## config.mk

```make
export PLATFORM = sky130hd
export DESIGN_NAME = busy_scoreboard
export DESIGN_NICKNAME = d
export VERILOG_FILES = /design/src/rtl/sb_pkg.sv /design/src/rtl/sb_decode.sv /design/src/rtl/sb_probe.sv /design/src/rtl/sb_bits.sv /design/src/rtl/busy_scoreboard.sv
export SDC_FILE = /design/constraint.sdc
export NUM_CORES = 1
export LEC_CHECK = 0
export ABC_AREA = 1
export CORE_MARGIN = 2
export CORE_UTILIZATION = 49
export CTS_BUF_LIST = sky130_fd_sc_hd__clkbuf_8
export DETAILED_ROUTE_END_ITERATION = 12
export PLACE_DENSITY = 0.87
export SLEW_MARGIN = 0
export SYNTH_ARGS = -nofsm -noshare
export SYNTH_HDL_FRONTEND = slang
export SYNTH_SLANG_ARGS = --single-unit
```

## constraint.sdc

```tcl
create_clock -name clk -period 1.7 [get_ports clk]
set_input_delay 0.255 -clock clk [delete_from_list [all_inputs] [get_ports clk]]
set_output_delay 0.255 -clock clk [all_outputs]
set_load 0.01 [all_outputs]
```

## src/rtl/sb_pkg.sv

```systemverilog
package sb_pkg;
  // Positions of the lookup ports in the probe array
  localparam int unsigned LK_RS1   = 0;
  localparam int unsigned LK_RS2   = 1;
  localparam int unsigned LK_RD    = 2;
  localparam int unsigned LK_COUNT = 3;
endpackage

```

## src/rtl/sb_decode.sv

```systemverilog
// Turns a (valid, index) pair into a one-hot register mask; register 0 maps to nothing.
module sb_decode #(
  parameter int NUM_REGS = 32,
  parameter int IDX_W    = $clog2(NUM_REGS)
) (
  input  logic                vld,
  input  logic [IDX_W-1:0]    idx,
  output logic [NUM_REGS-1:0] mask
);
  assign mask[0] = 1'b0;
  for (genvar g = 1; g < NUM_REGS; g++) begin : g_bit
    assign mask[g] = vld && (idx == IDX_W'(g));
  end
endmodule

```

## src/rtl/sb_probe.sv

```systemverilog
// One lookup port: is the named register pending a write?
module sb_probe #(
  parameter int NUM_REGS = 32,
  parameter int IDX_W    = $clog2(NUM_REGS)
) (
  input  logic [NUM_REGS-1:0] view,
  input  logic                vld,
  input  logic [IDX_W-1:0]    idx,
  output logic                hit
);
  function automatic logic probe_hit(logic [NUM_REGS-1:0] v, logic en,
                                     logic [IDX_W-1:0] i);
    logic r;
    r = 1'b0;
    for (int k = 1; k < NUM_REGS; k++) begin
      if (en && i == IDX_W'(k) && v[k]) r = 1'b1;
    end
    return r;
  endfunction

  assign hit = probe_hit(view, vld, idx);
endmodule

```

## src/rtl/sb_bits.sv

```systemverilog
// Busy flag storage: clear first, then set, flush over all.
module sb_bits #(
  parameter int NUM_REGS = 32
) (
  input  logic                clk,
  input  logic                rst_n,
  input  logic                flush,
  input  logic [NUM_REGS-1:0] set_mask,
  input  logic [NUM_REGS-1:0] clr_mask,
  output logic [NUM_REGS-1:0] busy_q,
  output logic [NUM_REGS-1:0] view
);
  // Flags as lookups see them: this cycle's commit already applied
  assign view = busy_q & ~clr_mask;

  always_ff @(posedge clk) begin
    if (!rst_n)     busy_q <= '0;
    else if (flush) busy_q <= '0;
    else            busy_q <= view | set_mask;
  end

  assert_flush_clears_R10: assert property (@(posedge clk) disable iff (!rst_n)
    flush |=> (busy_q == '0));

  assert_set_beats_clear_R9: assert property (@(posedge clk) disable iff (!rst_n)
    (!flush && (set_mask & clr_mask) != '0)
      |=> ((busy_q & $past(set_mask & clr_mask)) == $past(set_mask & clr_mask)));

  assert_clear_lands_R3: assert property (@(posedge clk) disable iff (!rst_n)
    !flush |=> ((busy_q & $past(clr_mask & ~set_mask)) == '0));
endmodule

```

## src/rtl/busy_scoreboard.sv

```systemverilog
module busy_scoreboard #(
  parameter int NUM_REGS = 32,
  parameter int IDX_W    = $clog2(NUM_REGS)
) (
  input  logic                clk,
  input  logic                rst_n,
  input  logic                flush,
  input  logic                iss_valid,
  input  logic                iss_rs1_vld,
  input  logic [IDX_W-1:0]    iss_rs1,
  input  logic                iss_rs2_vld,
  input  logic [IDX_W-1:0]    iss_rs2,
  input  logic                iss_rd_vld,
  input  logic [IDX_W-1:0]    iss_rd,
  input  logic                cmt_valid,
  input  logic                cmt_rd_vld,
  input  logic [IDX_W-1:0]    cmt_rd,
  output logic                stall,
  output logic [NUM_REGS-1:0] busy_vec
);
  import sb_pkg::*;

  logic [NUM_REGS-1:0] set_mask, clr_mask, view;
  logic [LK_COUNT-1:0] lk_vld, lk_hit;
  logic [IDX_W-1:0]    lk_idx [LK_COUNT];
  logic                issue_fire;   // instruction accepted with a destination
  logic                commit_fire;  // committing instruction frees a destination

  assign lk_vld[LK_RS1] = iss_rs1_vld;
  assign lk_idx[LK_RS1] = iss_rs1;
  assign lk_vld[LK_RS2] = iss_rs2_vld;
  assign lk_idx[LK_RS2] = iss_rs2;
  assign lk_vld[LK_RD]  = iss_rd_vld;
  assign lk_idx[LK_RD]  = iss_rd;

  for (genvar p = 0; p < LK_COUNT; p++) begin : g_probe
    sb_probe #(.NUM_REGS(NUM_REGS), .IDX_W(IDX_W)) u_probe (
      .view (view),
      .vld  (lk_vld[p]),
      .idx  (lk_idx[p]),
      .hit  (lk_hit[p])
    );
  end

  assign stall       = iss_valid && (|lk_hit);
  assign issue_fire  = iss_valid && !stall && iss_rd_vld;
  assign commit_fire = cmt_valid && cmt_rd_vld;

  sb_decode #(.NUM_REGS(NUM_REGS), .IDX_W(IDX_W)) u_set_dec (
    .vld (issue_fire), .idx (iss_rd), .mask (set_mask)
  );

  sb_decode #(.NUM_REGS(NUM_REGS), .IDX_W(IDX_W)) u_clr_dec (
    .vld (commit_fire), .idx (cmt_rd), .mask (clr_mask)
  );

  sb_bits #(.NUM_REGS(NUM_REGS)) u_bits (
    .clk      (clk),
    .rst_n    (rst_n),
    .flush    (flush),
    .set_mask (set_mask),
    .clr_mask (clr_mask),
    .busy_q   (busy_vec),
    .view     (view)
  );

  assert_reg0_idle_R6: assert property (@(posedge clk) disable iff (!rst_n)
    !busy_vec[0]);

  assert_no_second_writer_R5: assert property (@(posedge clk) disable iff (!rst_n)
    (set_mask & view) == '0);

  assert_raw_holds_R4: assert property (@(posedge clk) disable iff (!rst_n)
    (iss_valid && iss_rs1_vld && iss_rs1 != '0 && view[iss_rs1]) |-> stall);

  assert_issue_marks_R2: assert property (@(posedge clk) disable iff (!rst_n)
    (issue_fire && iss_rd != '0 && !flush) |=> busy_vec[$past(iss_rd)]);

  assert_idle_no_stall_R11: assert property (@(posedge clk) disable iff (!rst_n)
    !iss_valid |-> !stall);

  assert_invalid_fields_R7: assert property (@(posedge clk) disable iff (!rst_n)
    (!iss_rs1_vld && !iss_rs2_vld && !iss_rd_vld) |-> !stall);
endmodule

```

==> summary.md, run 1 <==
| Metric | Value |
|---|---|
| IO buf count | `60` |
| Largest net degree at the start of global routing | `32` |
| Setup WS pre-CTS | `-1.41 ns` |
| Synth unique cells | `21` |
| Synth Cell Area | `between 3000 and 4000 sq um` |
| Die width | `between 80 and 90 um` |
| YS warnings | `0` |
| Flop and latch count out of synthesis | `31` |
| Placer Congestion | `about 1.1` |
| CTS buffer count | `5` |
| I/O pin total | `between 60 and 70` |
| Detail Placement HPWL | `approximately 12000 um` |
| Clk buf depth | `2` |
| Post-CTS Hold Fix Bufs | `0` |
| Overflow after GRT | `5` |
| Global Route Usage Sum | `roughly two thirds` |
| Clock sinks | `31` |
| Die height | `between 80 and 90 um` |
| Htree depth | `2` |
| Error | `[ERROR GRT-0232] Routing congestion too high. Check the congestion heatmap in the GUI.` |
| Synthesized area per cell | `just over 5 sq um` |
| Crit. endpoint post-GRT repair | `stall` |
| Cells after Synth | `roughly 630` |
| Fail Step | `global routing` |
| Syn_nets | `660` |
| Row count | `29` |
| Worst endpoint type | `output port` |
| Status | `aborted with a tool error` |
| Initial core utilization | `between 50% and 60%` |
| Sequential area share after synthesis | `19.0%` |
| CTS root buffer | `clkbuf_8` |
-- stage by stage --
stage / area [sq um] / hold WS [ns] / cells / TNS [ns]
3_3_place_gp: 5110 / 0.547 / 869 / -36.20
4_1_cts: 5560 / 0.567 / 889 / -12.90
3_5_place_dp: 5110 / 0.570 / 869 / -38.44
2_1_floorplan: 3560 / 0.436 / 631 / -0.0148
-- cells in the mapped netlist (all sizes together) --
| master | count | area share (%) |
|---|---|---|
| conb | 1 | 0.11 |
| a21boi | 19 | 4.4 |
| clkbuf | 4 | 0.46 |
| buf | 21 | 4.7 |
| nand3 | 45 | 7.1 |
| a21oi | 41 | 6.3 |
| nor2 | 138 | 17 |
| nand4 | 31 | 5.9 |
| nor3 | 14 | 2.1 |
| nand2 | 198 | 23 |
| o21ai | 2 | 0.31 |
| dfxtp | 31 | 19 |
| inv | 86 | 9.9 |
-- kinds of logic after synthesis --
logic type / Yosys count / share of synthesized area [%]
compound gates: 62 / 11.0
buf+inv: 111 / 15.1
flops: 31 / 19.0
other cells: 1 / 0.115
simple gates: 426 / 54.8
-- metal layers --
layer | global-route usage [%] | GRT overflow
met2 | 87.3 | 2
met5 | 6.99 | 0
met3 | 42.9 | 0
met1 | 65.7 | 0
met4 | 68.5 | 3
-- repair_timing --
action                     CTS
pin swaps                   38
setup endpoints to repair   32
resized for setup          130
buffers inserted            11
cloned                       3
==> inputs of run 2 (changes only) <==
--- a/config.mk
+++ b/config.mk
@@ -7,10 +7,9 @@
 export LEC_CHECK = 0
 export ABC_AREA = 1
 export CORE_MARGIN = 2
-export CORE_UTILIZATION = 49
-export CTS_BUF_LIST = sky130_fd_sc_hd__clkbuf_8
+export CORE_UTILIZATION = 40
 export DETAILED_ROUTE_END_ITERATION = 12
-export PLACE_DENSITY = 0.87
+export PLACE_DENSITY_LB_ADDON = 0.15
 export SLEW_MARGIN = 0
 export SYNTH_ARGS = -nofsm -noshare
 export SYNTH_HDL_FRONTEND = slang
==> constraint.sdc (replaced) <==
create_clock -name clk -period 2.2 [get_ports clk]
set_input_delay 0.33 -clock clk [delete_from_list [all_inputs] [get_ports clk]]
set_output_delay 0.33 -clock clk [all_outputs]
set_load 0.01 [all_outputs]
==> run 2 against run 1 <==
Against the previous run:
- the flow now finishes, with violations (negative setup slack)
- synthesized cell count unchanged
- area after synthesis unchanged
==> summary.md, run 2 <==
| Metric | Value |
|---|---|
| Status | `finished, violations left` |
| Violated checks | `negative setup slack` |
| RSZ-0062 raised after global routing | `true` |
| Largest register FFs | `31` |
| Die area | `between 8000 and 9000 sq um` |
| Synth Cell Area | `about 3300 sq um` |
| Core Util, Final | `between 70% and 80%` |
| Initial DRC Count | `461` |
| Most common cell in the netlist | `nand2_1` |
| Setup WS pre-CTS | `-0.966 ns` |
| Ant diodes | `0` |
| Initial core utilization | `41.8%` |
| Flop and latch count out of synthesis | `31` |
| DR pass1 iterations | `5` |
| Post-synth EDFFs | `0` |
| Row count | `32` |
| Global Route Usage Sum | `approximately a third` |
| DR vias/cell | `around 5.4` |
| Routed wire length | `around 15000 um` |
| Pint | `0.973 mW` |
| Max-slew violation count | `0` |
| Top reg by flops | `u_bits.busy_q` |
| Cells after Synth | `631` |
| Vias | `4933` |
| PD cells | `around 260 nW/um^2` |
| Die height | `94.3 um` |
| Asr flop ratio synth | `0%` |
| Syn_nets | `660` |
| DRC violation count after routing | `0` |
| I/O pin total | `62` |
| Static leakage | `2.64 nW` |
| Synth unique cells | `21` |
| Core Area | `about 7800 sq um` |
| Largest net degree at the start of global routing | `32` |
| CTS root buffer | `clkbuf_8` |
| Post-CTS Hold Fix Bufs | `0` |
| Final setup viols | `2` |
| Clk pwr share | `between 30% and 40%` |
| Sequential area share after synthesis | `between 10% and 20%` |
| Worst skew pair latency | `just under 0.3 ns` |
| Seq pwr share | `a little under two fifths` |
| Commonest cells after routing, fill and taps aside | `nand2_1, buf_4, nor2_1` |
| Logic pwr share | `a little under a third` |
| Crit path launch type | `primary input` |
| Area growth syn-to-layout | `74.6%` |
| Yosys top cell area share | `a little under a quarter` |
| Post-route ant nets | `0` |
| IO buf count | `60` |
| Detail Placement HPWL | `approximately 11000 um` |
| Post-synth top cells | `nand2_1, nor2_1, inv_1, nand3_1, a21oi_1` |
| Area after DPL | `4870 sq um` |
| YS warnings | `0` |
| Placer Congestion | `~0.94` |
| CTS buffer count | `5` |
| CP required | `approximately 1.9 ns` |
| Peak VDD IR | `0.221 mV` |
| Most common cell after layout, fill and taps aside | `nand2_1` |
| Routed len/inst | `16.5 um` |
| Maxcap violations | `0` |
| Worst hold-check path type | `in2reg` |
| Htree depth | `2` |
| Worst Skew | `roughly 0.013 ns` |
| Final std cell area, no fill | `between 5000 and 6000 sq um` |
| WP data arrival | `a little under 2 ns` |
| First-pass GRT wire length | `approximately 23000 um` |
| Top flop regs | `u_bits.busy_q: 31 flops` |
| WS Path Type | `in2out` |
| Largest area contributor in the netlist | `nand2_1` |
| Fillers | `between 700 and 800` |
| Layout cell share with drive strength beyond 1 | `approximately a third` |
| Critical path endpoint category | `output port` |
| CTS clk-pin slew, worst paths | `approximately 0.08 ns` |
| Clock sinks | `31` |
| Overflow after GRT | `0` |
| Synthesized area per cell | `between 5 and 6 sq um` |
| Final Hold Vio Count | `0` |
| NetSw | `0.493 mW` |
| Die width | `94.3 um` |
| Initial antenna violation count | `0` |
| Final Critical Period | `2.28 ns` |
| Most common flop cell mapped by yosys | `dfxtp_1` |
| Number of global-route vias before repair | `4539` |
| Clk buf depth | `2` |
| F_max | `between 400 and 500 MHz` |
| Final worst path period share | `104%` |
| TritonCTS clock tree | `built` |
| Final nets | `approximately 840` |
| Synth area leaders | `nand2_1, dfxtp_1, nor2_1` |
| Fin worst setup slack | `-0.0782 ns` |
| Crit-path max FO | `5` |
| Sw Share | `33.6%` |
run 2: logic make-up (layout without fill, tap and decap cells):
family	Yosys count	after routing	synth area share [%]
other	1	1	0.115
flip-flops	31	31	19.0
buffers and inverters	111	296	15.1
AO/OA/AOI/OAI	62	62	11.0
AND/OR/NAND/NOR	426	426	54.8
run 2: path summary, 6_finish.rpt:
check	start	endpoint	slack, ns	cells after the start
max	cmt_rd_vld	stall	-0.08	16
min	iss_rd[1]	u_bits.busy_q[3]	0.56	5
max reg2reg	u_bits.busy_q[18]	u_bits.busy_q[17]	0.15	12
min reg2reg	u_bits.busy_q[8]	u_bits.busy_q[8]	0.58	2
run 2: worst max-delay path, cell delays in order:
cell and delay, ns:
buf_6 0.09, nand2_8 0.05, nor2_4 0.10, buf_8 0.15, buf_16 0.14, buf_4 0.13
nand2_1 0.09, nand3_2 0.11, nand2_1 0.07, nor2_1 0.09, nand2_1 0.07, nor2_2 0.12
nand2_2 0.07, nor2_4 0.12, a21boi_2 0.07, buf_2 0.13
run 2: what timing repair did:
action / in CTS / in global routing
pin swaps: 33 / 24
gates cloned: 4 / 0
setup endpoints to repair: 32 / 32
buffers inserted: 9 / 2
resized for setup: 194 / 59
run 2: power by group through the flow:
stage               clock [mW]  sequential (mW)  combinational, mW
floorplan                    0            0.577              0.142
global placement             0            0.576              0.329
detailed placement           0            0.576              0.331
CTS                      0.452            0.563              0.418
global route             0.469            0.563              0.482
finish                   0.448            0.564              0.455
run 2: final cells by class:
class / instances / area, sq um / area share, %
well taps: 102 / 128 / 2.24
repair buffers: 202 / 1820 / 31.9
clock buffers: 7 / 76.3 / 1.34
multi-input cells: 489 / 2710 / 47.5
clock inverters: 1 / 5.00 / 0.0879
inverters: 86 / 343 / 6.02
flip-flops and latches: 31 / 621 / 10.9
run 2: stage by stage:
step / cells / setup TNS, ns / hold slack, ns / total power [mW]
finish: 918 / -0.0930 / 0.562 / 1.47
global route: 918 / -2.67 / 0.598 / 1.51
CTS: 916 / -0.0463 / 0.578 / 1.43
detailed placement: 899 / -22.72 / 0.569 / 0.908
global placement: 899 / -22.12 / 0.554 / 0.905
floorplan: 631 / 0 / 0.511 / 0.719
run 2: per-layer routing:
metal,wire length [um],GRT usage (%)
met1,6320,44.0
met2,7090,55.8
met3,1070,3.21
met4,687,13.9
met5,0,0
No activity file was read; power rests on OpenSTA's default activity.
